### src/rtl/pcb_pkg.sv
package pcb_pkg;

  typedef enum logic [2:0] {
    OP_IDLE,
    OP_INC,
    OP_JMP,
    OP_CALL,
    OP_RET,
    OP_RETR
  } pc_op_e;

  // fixed priority: retr > ret > call > jmp > inc
  function automatic pc_op_e decode_op(input logic inc, input logic jmp,
                                       input logic call, input logic ret,
                                       input logic retr);
    if (retr)      return OP_RETR;
    else if (ret)  return OP_RET;
    else if (call) return OP_CALL;
    else if (jmp)  return OP_JMP;
    else if (inc)  return OP_INC;
    else           return OP_IDLE;
  endfunction

endpackage

### src/rtl/pcb_bank_flag.sv
module pcb_bank_flag (
  input  logic clk_i,
  input  logic rst_ni,
  input  logic set_i,
  input  logic clr_i,
  output logic flag_o
);

  always_ff @(posedge clk_i or negedge rst_ni) begin
    if (!rst_ni)    flag_o <= 1'b0;
    else if (clr_i) flag_o <= 1'b0;
    else if (set_i) flag_o <= 1'b1;
  end

  AST_BANK_CLR_WINS: assert property (@(posedge clk_i) disable iff (!rst_ni)
    clr_i |=> !flag_o);
  AST_BANK_SET: assert property (@(posedge clk_i) disable iff (!rst_ni)
    (set_i && !clr_i) |=> flag_o);

endmodule

### src/rtl/pcb_irq_ctrl.sv
module pcb_irq_ctrl #(
  parameter int ADDR_W  = 12,
  parameter int EXT_VEC = 3,
  parameter int TMR_VEC = 7
) (
  input  logic              clk_i,
  input  logic              rst_ni,
  input  logic              ext_req_i,
  input  logic              tmr_req_i,
  input  logic              retr_i,
  input  logic              block_i,
  output logic              accept_o,
  output logic [ADDR_W-1:0] vec_o,
  output logic              in_service_o
);

  logic pend_ext_q, pend_tmr_q, isr_q;
  logic take_ext, take_tmr;

  assign accept_o = (pend_ext_q || pend_tmr_q) && !isr_q && !block_i;
  assign take_ext = accept_o && pend_ext_q;
  assign take_tmr = accept_o && !pend_ext_q;
  assign vec_o    = pend_ext_q ? ADDR_W'(EXT_VEC) : ADDR_W'(TMR_VEC);
  assign in_service_o = isr_q;

  always_ff @(posedge clk_i or negedge rst_ni) begin
    if (!rst_ni) begin
      pend_ext_q <= 1'b0;
      pend_tmr_q <= 1'b0;
      isr_q      <= 1'b0;
    end else begin
      pend_ext_q <= (pend_ext_q && !take_ext) || ext_req_i;
      pend_tmr_q <= (pend_tmr_q && !take_tmr) || tmr_req_i;
      if (accept_o)    isr_q <= 1'b1;
      else if (retr_i) isr_q <= 1'b0;
    end
  end

  AST_ISR_HOLD: assert property (@(posedge clk_i) disable iff (!rst_ni)
    (isr_q && !retr_i) |=> isr_q);
  AST_ISR_ENTRY: assert property (@(posedge clk_i) disable iff (!rst_ni)
    accept_o |=> isr_q);
  AST_NO_NESTING: assert property (@(posedge clk_i) disable iff (!rst_ni)
    isr_q |-> !accept_o);
  AST_PEND_KEPT: assert property (@(posedge clk_i) disable iff (!rst_ni)
    (pend_tmr_q && isr_q) |=> pend_tmr_q);

endmodule

### src/rtl/pcb_next_addr.sv
module pcb_next_addr
  import pcb_pkg::*;
#(
  parameter int ADDR_W = 12
) (
  input  logic [ADDR_W-1:0] pc_i,
  input  pc_op_e            op_i,
  input  logic [ADDR_W-2:0] target_i,
  input  logic              bank_i,
  input  logic [ADDR_W-1:0] pop_addr_i,
  output logic [ADDR_W-1:0] step_o,
  output logic [ADDR_W-1:0] seq_o
);

  localparam int LOW_W = ADDR_W - 1;

  // bit 11 (top bit) never takes the carry
  assign seq_o = {pc_i[ADDR_W-1], pc_i[LOW_W-1:0] + LOW_W'(1)};

  always_comb begin
    unique case (op_i)
      OP_INC:          step_o = seq_o;
      OP_JMP, OP_CALL: step_o = {bank_i, target_i};
      OP_RET, OP_RETR: step_o = pop_addr_i;
      default:         step_o = pc_i;
    endcase
  end

endmodule

### src/rtl/pc_bank_ctrl.sv
module pc_bank_ctrl
  import pcb_pkg::*;
#(
  parameter int ADDR_W  = 12,
  parameter int EXT_VEC = 3,
  parameter int TMR_VEC = 7
) (
  input  logic              clk_i,
  input  logic              rst_ni,
  input  logic              inc_i,
  input  logic              jmp_i,
  input  logic              call_i,
  input  logic              ret_i,
  input  logic              retr_i,
  input  logic [ADDR_W-2:0] target_i,
  input  logic              bank_set_i,
  input  logic              bank_clr_i,
  input  logic              irq_ext_i,
  input  logic              irq_tmr_i,
  input  logic [ADDR_W-1:0] pop_addr_i,
  output logic [ADDR_W-1:0] pc_o,
  output logic              push_o,
  output logic [ADDR_W-1:0] push_addr_o,
  output logic              in_service_o
);

  localparam int BANK_BIT = ADDR_W - 1;

  pc_op_e            op;
  logic              bank_flag, bank_eff, block, accept;
  logic [ADDR_W-1:0] vec, step_addr, seq_addr, pc_q;

  assign op    = decode_op(inc_i, jmp_i, call_i, ret_i, retr_i);
  assign block = (op == OP_CALL) || (op == OP_RET) || (op == OP_RETR);

  pcb_bank_flag i_bank (
    .clk_i  (clk_i),
    .rst_ni (rst_ni),
    .set_i  (bank_set_i),
    .clr_i  (bank_clr_i),
    .flag_o (bank_flag)
  );

  pcb_irq_ctrl #(
    .ADDR_W  (ADDR_W),
    .EXT_VEC (EXT_VEC),
    .TMR_VEC (TMR_VEC)
  ) i_irq (
    .clk_i        (clk_i),
    .rst_ni       (rst_ni),
    .ext_req_i    (irq_ext_i),
    .tmr_req_i    (irq_tmr_i),
    .retr_i       (op == OP_RETR),
    .block_i      (block),
    .accept_o     (accept),
    .vec_o        (vec),
    .in_service_o (in_service_o)
  );

  // service routine locks jumps and calls into bank 0
  assign bank_eff = bank_flag && !in_service_o;

  pcb_next_addr #(.ADDR_W(ADDR_W)) i_next (
    .pc_i       (pc_q),
    .op_i       (op),
    .target_i   (target_i),
    .bank_i     (bank_eff),
    .pop_addr_i (pop_addr_i),
    .step_o     (step_addr),
    .seq_o      (seq_addr)
  );

  // injected call saves the full address the instruction resolves to
  assign push_o      = accept || (op == OP_CALL);
  assign push_addr_o = accept ? step_addr : seq_addr;

  always_ff @(posedge clk_i or negedge rst_ni) begin
    if (!rst_ni)     pc_q <= '0;
    else if (accept) pc_q <= vec;
    else             pc_q <= step_addr;
  end

  assign pc_o = pc_q;

  AST_INC_KEEPS_BANK: assert property (@(posedge clk_i) disable iff (!rst_ni)
    (op == OP_INC && !accept) |=> pc_q[BANK_BIT] == $past(pc_q[BANK_BIT]));
  AST_JMP_TARGET: assert property (@(posedge clk_i) disable iff (!rst_ni)
    (op == OP_JMP && !accept && !in_service_o)
      |=> pc_q == {$past(bank_flag), $past(target_i)});
  AST_CALL_PUSH: assert property (@(posedge clk_i) disable iff (!rst_ni)
    (op == OP_CALL) |-> push_o);
  AST_RET_RESTORE: assert property (@(posedge clk_i) disable iff (!rst_ni)
    (op == OP_RET || op == OP_RETR) |=> pc_q == $past(pop_addr_i));
  AST_VECTOR: assert property (@(posedge clk_i) disable iff (!rst_ni)
    accept |=> (pc_q == ADDR_W'(EXT_VEC) || pc_q == ADDR_W'(TMR_VEC)));
  AST_ISR_BANK0: assert property (@(posedge clk_i) disable iff (!rst_ni)
    (in_service_o && (op == OP_JMP || op == OP_CALL)) |=> !pc_q[BANK_BIT]);
  AST_IRQ_JMP_TARGET: assert property (@(posedge clk_i) disable iff (!rst_ni)
    (accept && op == OP_JMP) |-> push_addr_o == {bank_flag, target_i});
  AST_IDLE_HOLD: assert property (@(posedge clk_i) disable iff (!rst_ni)
    (op == OP_IDLE && !accept) |=> $stable(pc_q));

endmodule

### config.mk
export PLATFORM = sky130hd
export DESIGN_NAME = pc_bank_ctrl
export DESIGN_NICKNAME = d
export VERILOG_FILES = /design/src/rtl/pcb_pkg.sv /design/src/rtl/pcb_bank_flag.sv /design/src/rtl/pcb_irq_ctrl.sv /design/src/rtl/pcb_next_addr.sv /design/src/rtl/pc_bank_ctrl.sv
export SDC_FILE = /design/constraint.sdc
export NUM_CORES = 1
export LEC_CHECK = 0
export BUFFER_PORTS_ARGS = -buffer_cell sky130_fd_sc_hd__buf_2
export CAP_MARGIN = 5
export CELL_PAD_IN_SITES_DETAIL_PLACEMENT = 0
export CELL_PAD_IN_SITES_GLOBAL_PLACEMENT = 1
export CORE_AREA = 2 2 69 71
export CTS_BUF_LIST = sky130_fd_sc_hd__clkbuf_16
export DETAILED_ROUTE_END_ITERATION = 16
export DIE_AREA = 0 0 71 73
export GPL_ROUTABILITY_DRIVEN = 0
export PLACE_DENSITY_LB_ADDON = 0.1
export RECOVER_POWER = 25
export SYNTH_ARGS = -nofsm -noshare
export SYNTH_HDL_FRONTEND = slang
export SYNTH_SLANG_ARGS = --single-unit
### constraint.sdc
create_clock -name clk_i -period 2.8 [get_ports clk_i]
set_input_delay 0.56 -clock clk_i [delete_from_list [all_inputs] [get_ports clk_i]]
set_output_delay 0.56 -clock clk_i [all_outputs]
set_load 0.01 [all_outputs]
==> results, run 1 <==
- The share of cells above drive strength 1 is 0.3543.
- VDD sags by at most about 0.32 mV.
- The final layout contains routed wiring with a total length of ~5000 um.
- STA puts the critical path data required time at 2.24 ns.
- The max-cap violation count is 0.
- The number of H-tree levels is 1.
- The initial utilization of the core area, before any placement, comes to 0.3252.
- Entering global routing, the biggest net connects 18 pins.
- The final layout contains roughly 290 nets.
- Dividing the detail-routed via count by the number of cells gives between 5 and 6.
- The count of pins over their slew limit came to 0.
- From synthesis to final layout, the design area changed by 32.91%.
- The fraction of the cycle the final worst path needs is 0.9799.
- The static leakage power is between 0.0008 and 0.0009 uW.
- The first global-routing pass estimated 8542 um of wire.
- The top cell types in the final layout, fill and taps aside, are 58 x buf_2, 20 x nand2_1, 17 x nor2_1, 17 x buf_4, 16 x dfrtp_1.
- The number of design rule violations left after detail routing is 0.
- The post-route antenna net violation count is 0.
- The worst reg-to-reg path cell count is 6.
- The kind of critical path is in -> out.
- The depth of the worst hold-timing path is 2.
- The die outline width is a little over 70 um.
- The startpoint class of the critical path is an input pin.
- Clock-pin slew was measured on the worst setup and hold paths at 0.05 ns.
- The worst slew margin relative to its limit is 0.3094.
- After detailed routing, the average wire length per cell comes to between 15 and 20 um.
- Data arrives at the worst endpoint at between 2 and 2.5 ns.
- From bottom edge to top edge, the die measures 73 um.
- The setup clock skew after layout is 0.002618 ns.
- Summing over every cut layer, the via total after detailed routing is roughly 1700.
- Static timing analysis puts the maximum clock frequency at about 360 MHz.
- In the global route stage, overall resource usage came out at 0.2101.
- The instance area at placement is ~1900 um2.
- TritonCTS built the clock tree.
- The area of the core region is 4536 um2.
- The DRC violation total after the first TritonRoute iteration is between 100 and 150.
- The diode insertion count for antenna repair is 0.
- The shortest clock period the worst path allows after layout is roughly 2.7 ns.
- Row generation in the floorplan step produced 25 rows.
- The final-report hold violation count is 0.
- The number of antenna violations at the first check in global routing is 0.
- Leaving out fill and tap cells, the most frequent cell in the layout is buf_2.
- The fraction of registers with async set or reset after synthesis is 1.000.
- The cell count after synthesis is roughly 190.
- The filler cell count is around 490.
- 60 I/O pins were placed.
- The total setup violations reported at the end of the flow is 0.
- The share of the Yosys chip area taken by registers is 0.2714.
- The area of the mapped netlist is around 1500 um2.
- The number of distinct standard cells referenced by the synthesized netlist is 49.
- The number of global-route vias before repair is around 1700.
- The worst-case clock buffer depth is 2.
- For the final routed database, the setup TNS stands at 0 ns.
- The synthesized netlist net count is 229.
- After global routing the overflow that remains totals 0.
- The transition time of the tightest slew-check pin is between 1 and 1.5 ns.
- The number of flops mapped to enable cells by yosys is 0.
- The synthesized design contains 16 register bits.
- For this run, the number of Yosys warnings is 0.
- After clock tree synthesis, the setup repair step added 0 buffers.
- In this run the tool buffered the top-level ports with 59 buffer cells.
- Dividing total power by cell area gives a power density of around 430 nW/um2.
- The leading register cell type out of synthesis is dfrtp_1.
- The kind of end point of the critical path is a primary output.
- For this run, the detailed router's first-pass iteration total came to 4.
- The cell chosen for the clock root is clkbuf_16.
- Setup repair after global routing left no endpoint under its margin.
- The post-detailed-placement half-perimeter wirelength is around 3900 um.
- The finished cells cover around 2000 um2.
- Buffers inserted during clock tree synthesis total 3.
- CTS saw 16 sinks.
- After clock tree synthesis, the flow added hold-fix buffers numbering 0.
- The class of the tightest hold or removal check is in -> reg.
- At the placement stage, the worst setup path has a slack of 0.05567 ns.
- The final worst hold slack is 0.4548 ns.
- Of all nets on the critical path, the largest fanout is 7.
- Across all setup checks in the final design, the least slack found is approximately 0.056 ns.
- The floorplan step defined a die boundary enclosing slightly above 5000 um2.
- In this run, post-CTS repair resized a total of 0 instances.
- Averaged over all synthesized cells, the footprint is ~7.6 um2.
- The clock reaches the later pin of the worst-skew pair after approximately 0.25 ns.
- The run finished with clean final reports.
[final timing paths]
| path | startpoint | to | slack [ns] |
|---|---|---|---|
| setup / recovery | retr_i | push_addr_o[8] | 0.06 |
| hold / removal | bank_clr_i | i_bank.flag_o | 0.45 |
| max in group asynchronous | rst_ni | i_irq.in_service_o | 1.70 |
| setup reg to reg | pc_o[0] | pc_o[10] | 1.07 |
| hold reg to reg | i_bank.flag_o | i_bank.flag_o | 0.49 |
| min in group asynchronous | rst_ni | pc_o[3] | 0.47 |
[cell families (layout without fill, tap and decap cells)]
kind of cell / Yosys count / after routing / share of synthesized area
and+or+nand+nor: 82 / 82 / 0.2977
AOI/OAI and AO/OA: 66 / 66 / 0.3155
buffers and inverters: 21 / 81 / 0.05852
DFF: 16 / 16 / 0.2714
xor gates and xnor gates: 7 / 7 / 0.04156
adders and majority gates: 1 / 1 / 0.008480
muxes: 1 / 1 / 0.006786
[report_power, final]
| part | total [uW] | switching, uW | internal, uW |
|---|---|---|---|
| Combinational | 276 | 151 | 126 |
| Sequential | 291 | 38.6 | 252 |
| Clock | 282 | 94.4 | 188 |
| Total | 849 | 284 | 566 |
[layer usage]
metal	global-route usage	up-vias	routed length, um
met5	0	-	0
met2	0.3510	51	2422
met3	0.04420	4	268
li1	-	857	-
met4	0.04822	0	37
met1	0.2799	803	2411
[cells in the mapped netlist, types with 3 or more instances]
cell type,instances,area (um2)
nor4_1,4,25.02
o31a_1,4,35.03
o21ai_0,14,70.07
nand3_1,8,40.04
nor2_1,17,63.81
a21oi_1,12,60.06
nand2_1,20,75.07
nand4_1,6,37.54
buf_2,5,25.02
o21a_1,3,22.52
nor3_1,10,50.05
dfrtp_1,16,400.4
a311o_1,5,50.05
a31oi_1,4,25.02
nor4b_1,3,26.28
xnor2_1,6,52.55
o211ai_1,4,30.03
a211oi_1,4,30.03
or2_2,4,25.02
clkbuf_1,11,41.29
[worst max-delay path, stage by stage]
cell,delay [ns]
buf_2,0.12
or4_4,0.58
a211oi_4,0.38
nor3_2,0.08
a311o_1,0.32
buf_2,0.14
[flip-flops by register name, indices dropped and copies added, names as in the netlist]
name                flops
i_bank.flag_o           1
i_irq.in_service_o      1
i_irq.pend_ext_q        1
i_irq.pend_tmr_q        1
pc_o                   12
[area by class of cell]
cell class,instances,area (um2),share of cell area
multi-input combinational,157,988.4,0.5041
timing repair buffer,76,421.7,0.2151
sequential,16,400.4,0.2042
clock buffer,3,75.07,0.03829
tap,54,67.56,0.03446
inverter,2,7.507,0.003829
[stage by stage]
step	cells	total power, uW	util
after floorplan	194	448.8	-
after global placement	305	573.8	0.4160
after detailed placement	305	572.8	0.4160
after CTS	308	861.8	0.4326
after global routing	308	904.1	0.4323
final	308	849.3	0.4323
(Power assumes the default switching activity.)
==> run 2: changes to the inputs <==
--- a/constraint.sdc
+++ b/constraint.sdc
@@ -3,2 +3,2 @@
 set_output_delay 0.56 -clock clk_i [all_outputs]
-set_load 0.01 [all_outputs]
+set_load 0.05 [all_outputs]
==> results, run 2 (synthesized netlist as in run 1, its figures left out) <==
- The area growth from synthesis to layout is 44.36%.
- The met2 wire length came to 2432 um (+0.41%).
- The total met3 wirelength after detailed routing is 291 um (+8.6%).
- The area of the die is 5183 um2 (unchanged).
- The worst reg-to-reg path cell count was 6 (unchanged).
- The startpoint class of the critical path is an input pin.
- The switching part of the total power is 0.4276 (+0.09352).
- The kind of end point of the critical path is a primary output.
- The global routing usage summed across all routing layers is 0.2090 (-0.001054).
- The wire length per cell after detailed routing is 16.01 um (-4.1%).
- The clock slew at the register clock pins of the worst setup and hold paths came to 0.06 ns (about the same).
- The number of ports placed on the die boundary is 60 (unchanged).
- The worst voltage drop across the vdd grid is 0.2735 mV (-14%).
- The arrival time of data at the critical path endpoint came to 2.18 ns (about the same).
- The flop-to-flop setup slack is 1.14 ns (+0.07 ns).
- The pin count of the biggest net entering global routing is 17 (-1).
- Setup repair after global routing left no endpoint under its margin.
- The clock latency of the later-clocked register in the worst-skew pair is 0.25 ns (about the same).
- The routed wire length is 5188 um (+0.93%).
- TritonCTS built the clock tree.
- The number of cells on the critical path is 7 (+1).
- The post-route antenna net violation count came to 0 (unchanged).
- The highest net fanout along the worst path was 8 (+1).
- The static leakage power was 0.0009065 uW (+10%).
- The count of placed standard cells including taps is 320 (+4.9%).
- The shortest clock period the worst path allows after layout came to 2.743 ns (-0.0004983 ns).
- The die outline width was 71 um (unchanged).
- The area of the core region is 4536 um2 (unchanged).
- The power density over the cells was 481.2 nW/um2 (+11%).
- The instance area at placement is 2047 um2 (+8.5%).
- The count of port buffers added during placement came to 59 (unchanged).
- The number of design rule violations left after detail routing is 0 (unchanged).
- The starting density of the core is 0.3252 (unchanged).
- The longest individual stage delay on the worst path was 0.56 ns (-0.02 ns).
- The fraction of the cycle the final worst path needs was 0.9797 (about the same).
- The library cell used most frequently in the layout, excluding fill and tap cells, is buf_2.
- The final instance area is 2130 um2 (+8.6%).
- The CTS buffer count was 3 (unchanged).
- The DRC violation total after the first TritonRoute iteration was 92 (-19%).
- The wire length of the first global-routing pass is 8583 um (+0.48%).
- The number of H-tree levels was 1 (unchanged).
- The number of clock sinks is 16 (unchanged).
- The number of nets in the layout was 306 (+5.2%).
- The net load switching power is 438.2 uW (+54%).
- The count of buffer and inverter cells on the critical path is 3 (+1).
- The share of the core filled with cells in the final layout is 0.4695 (+0.03724).
- The total setup violations reported at the end of the flow is 0 (unchanged).
- The required arrival time at the worst endpoint is 2.24 ns (about the same).
- The post-detailed-placement half-perimeter wirelength was 4014 um (+3.4%).
- The final cell count without fillers is 324 (+5.2%).
- The upper clock frequency limit is 364.5 MHz (about the same).
- The worst slew margin relative to its limit is 0.3616 (+0.05217).
- The sequential share of power is 0.287 (-0.055).
- The number of global-route vias before repair is 1706 (+1.1%).
- The number of antenna violations at the first check in global routing is 0 (unchanged).
- The diode insertion count for antenna repair was 0 (unchanged).
- The kind of critical path is in -> out.
- The count of pins over their slew limit was 0 (unchanged).
- The share of cells above drive strength 1 is 0.4148 (+0.06048).
- The total congestion overflow is 0 (unchanged).
- The number of rows in the core area was 25 (unchanged).
- The path class of the tightest hold or removal check is in -> async.
- The cell chosen for the clock root is clkbuf_16.
- The detail-routed via count per cell is 5.491 (-1.4%).
- The flip-flop count of the largest register, all copies and words added came to 12 (unchanged).
- The highest signal layer in the routed design is met4.
- Walking the worst path, the cells encountered are buf_2 -> or4_4 -> a211oi_4 -> buf_12 -> nor3_2 -> a311o_1 -> buf_4.
- The flow ran to the end, and the final reports show no timing, DRC or antenna violations.
- The transition time of the tightest slew-check pin is 0.9576 ns (-0.07825 ns).
- The via count was 1779 (+3.7%).
- The proportion of power drawn by the clock network is 0.282 (-0.050).
- Grouping stages by cell kind, the critical path spends the most delay in simple AND/OR/NAND/NOR gates.
- The number of optimization iterations in the first detailed-route pass came to 4 (unchanged).
- The chip height was 73 um (unchanged).
- The top cell types in the final layout, fill and taps aside, are 57 x buf_2, 32 x buf_4, 20 x nand2_1, 16 x nor2_1, 15 x dfrtp_1.
- The wire length on met1 came to 2448 um (+1.5%).
- The max-cap violation count came to 0 (unchanged).
- The worst-case clock buffer depth is 2 (unchanged).
- The slowest stage of the critical path is the or4_4 cell.
- The power share of the combinational group is 0.431 (+0.106).
- The setup clock skew after layout is 0.006731 ns (+0.004114 ns).
- The number of post-CTS setup repair buffers is 0 (unchanged).
- The final-report hold violation count was 0 (unchanged).
- The total internal power is 586.5 uW (+3.7%).
-- run 2: changes by cell type in the layout (fill, tap and decap cells not counted), sizes merged --
| cell | delta |
|---|---|
| inv | +1 |
| buf | +15 |
-- run 2: worst paths after layout --
| kind | from | end |
|---|---|---|
| setup reg to reg | pc_o[1] | pc_o[8] |
| min in group clk_i | bank_clr_i | i_bank.flag_o |
| setup / recovery | retr_i | push_addr_o[8] |
| hold / removal | rst_ni | pc_o[3] |
| hold reg to reg | i_bank.flag_o | i_bank.flag_o |
| max in group asynchronous | rst_ni | pc_o[2] |
-- run 2: repair_timing --
item / 4_1_cts / 5_1_grt
hold buffers: 0 / 0
setup endpoints to repair: 0 / 3
gates resized for setup: 0 / 3
-- run 2: per-stage QoR --
step | total power (uW) | worst slack, ns | hold slack [ns] | setup TNS, ns
5_1_grt | 1078 | 0.0008851 | 0.4546 | 0
6_report | 1025 | 0.05688 | 0.4364 | 0
3_3_place_gp | 738.9 | 0.04247 | 0.5076 | 0
3_5_place_dp | 739.5 | 0.02913 | 0.5096 | 0
2_1_floorplan | 597.1 | -0.1260 | 0.2644 | -0.1382
4_1_cts | 1027 | 0.02862 | 0.2468 | 0
-- run 2: power groups by stage --
stage	Clock (uW)	Combinational, uW	Sequential, uW
2_1_floorplan	0	256	341
3_3_place_gp	0	441	297
3_5_place_dp	0	442	297
4_1_cts	290	444	293
5_1_grt	305	474	299
6_report	289	442	294
-- run 2: final cells by class --
class	count	area (um2)
fillers	469	2406
clock inverters	1	3.754
well taps	54	67.56
multi-input cells	157	1025
clock buffers	3	75.07
inverters	2	7.507
flip-flops and latches	16	401.6
repair buffers	91	549.3
-- run 2: per-layer routing --
metal	vias to the layer above	track usage
met5	-	0
met4	0	0.03354
met3	2	0.02624
met2	59	0.3396
met1	829	0.3029
li1	889	-
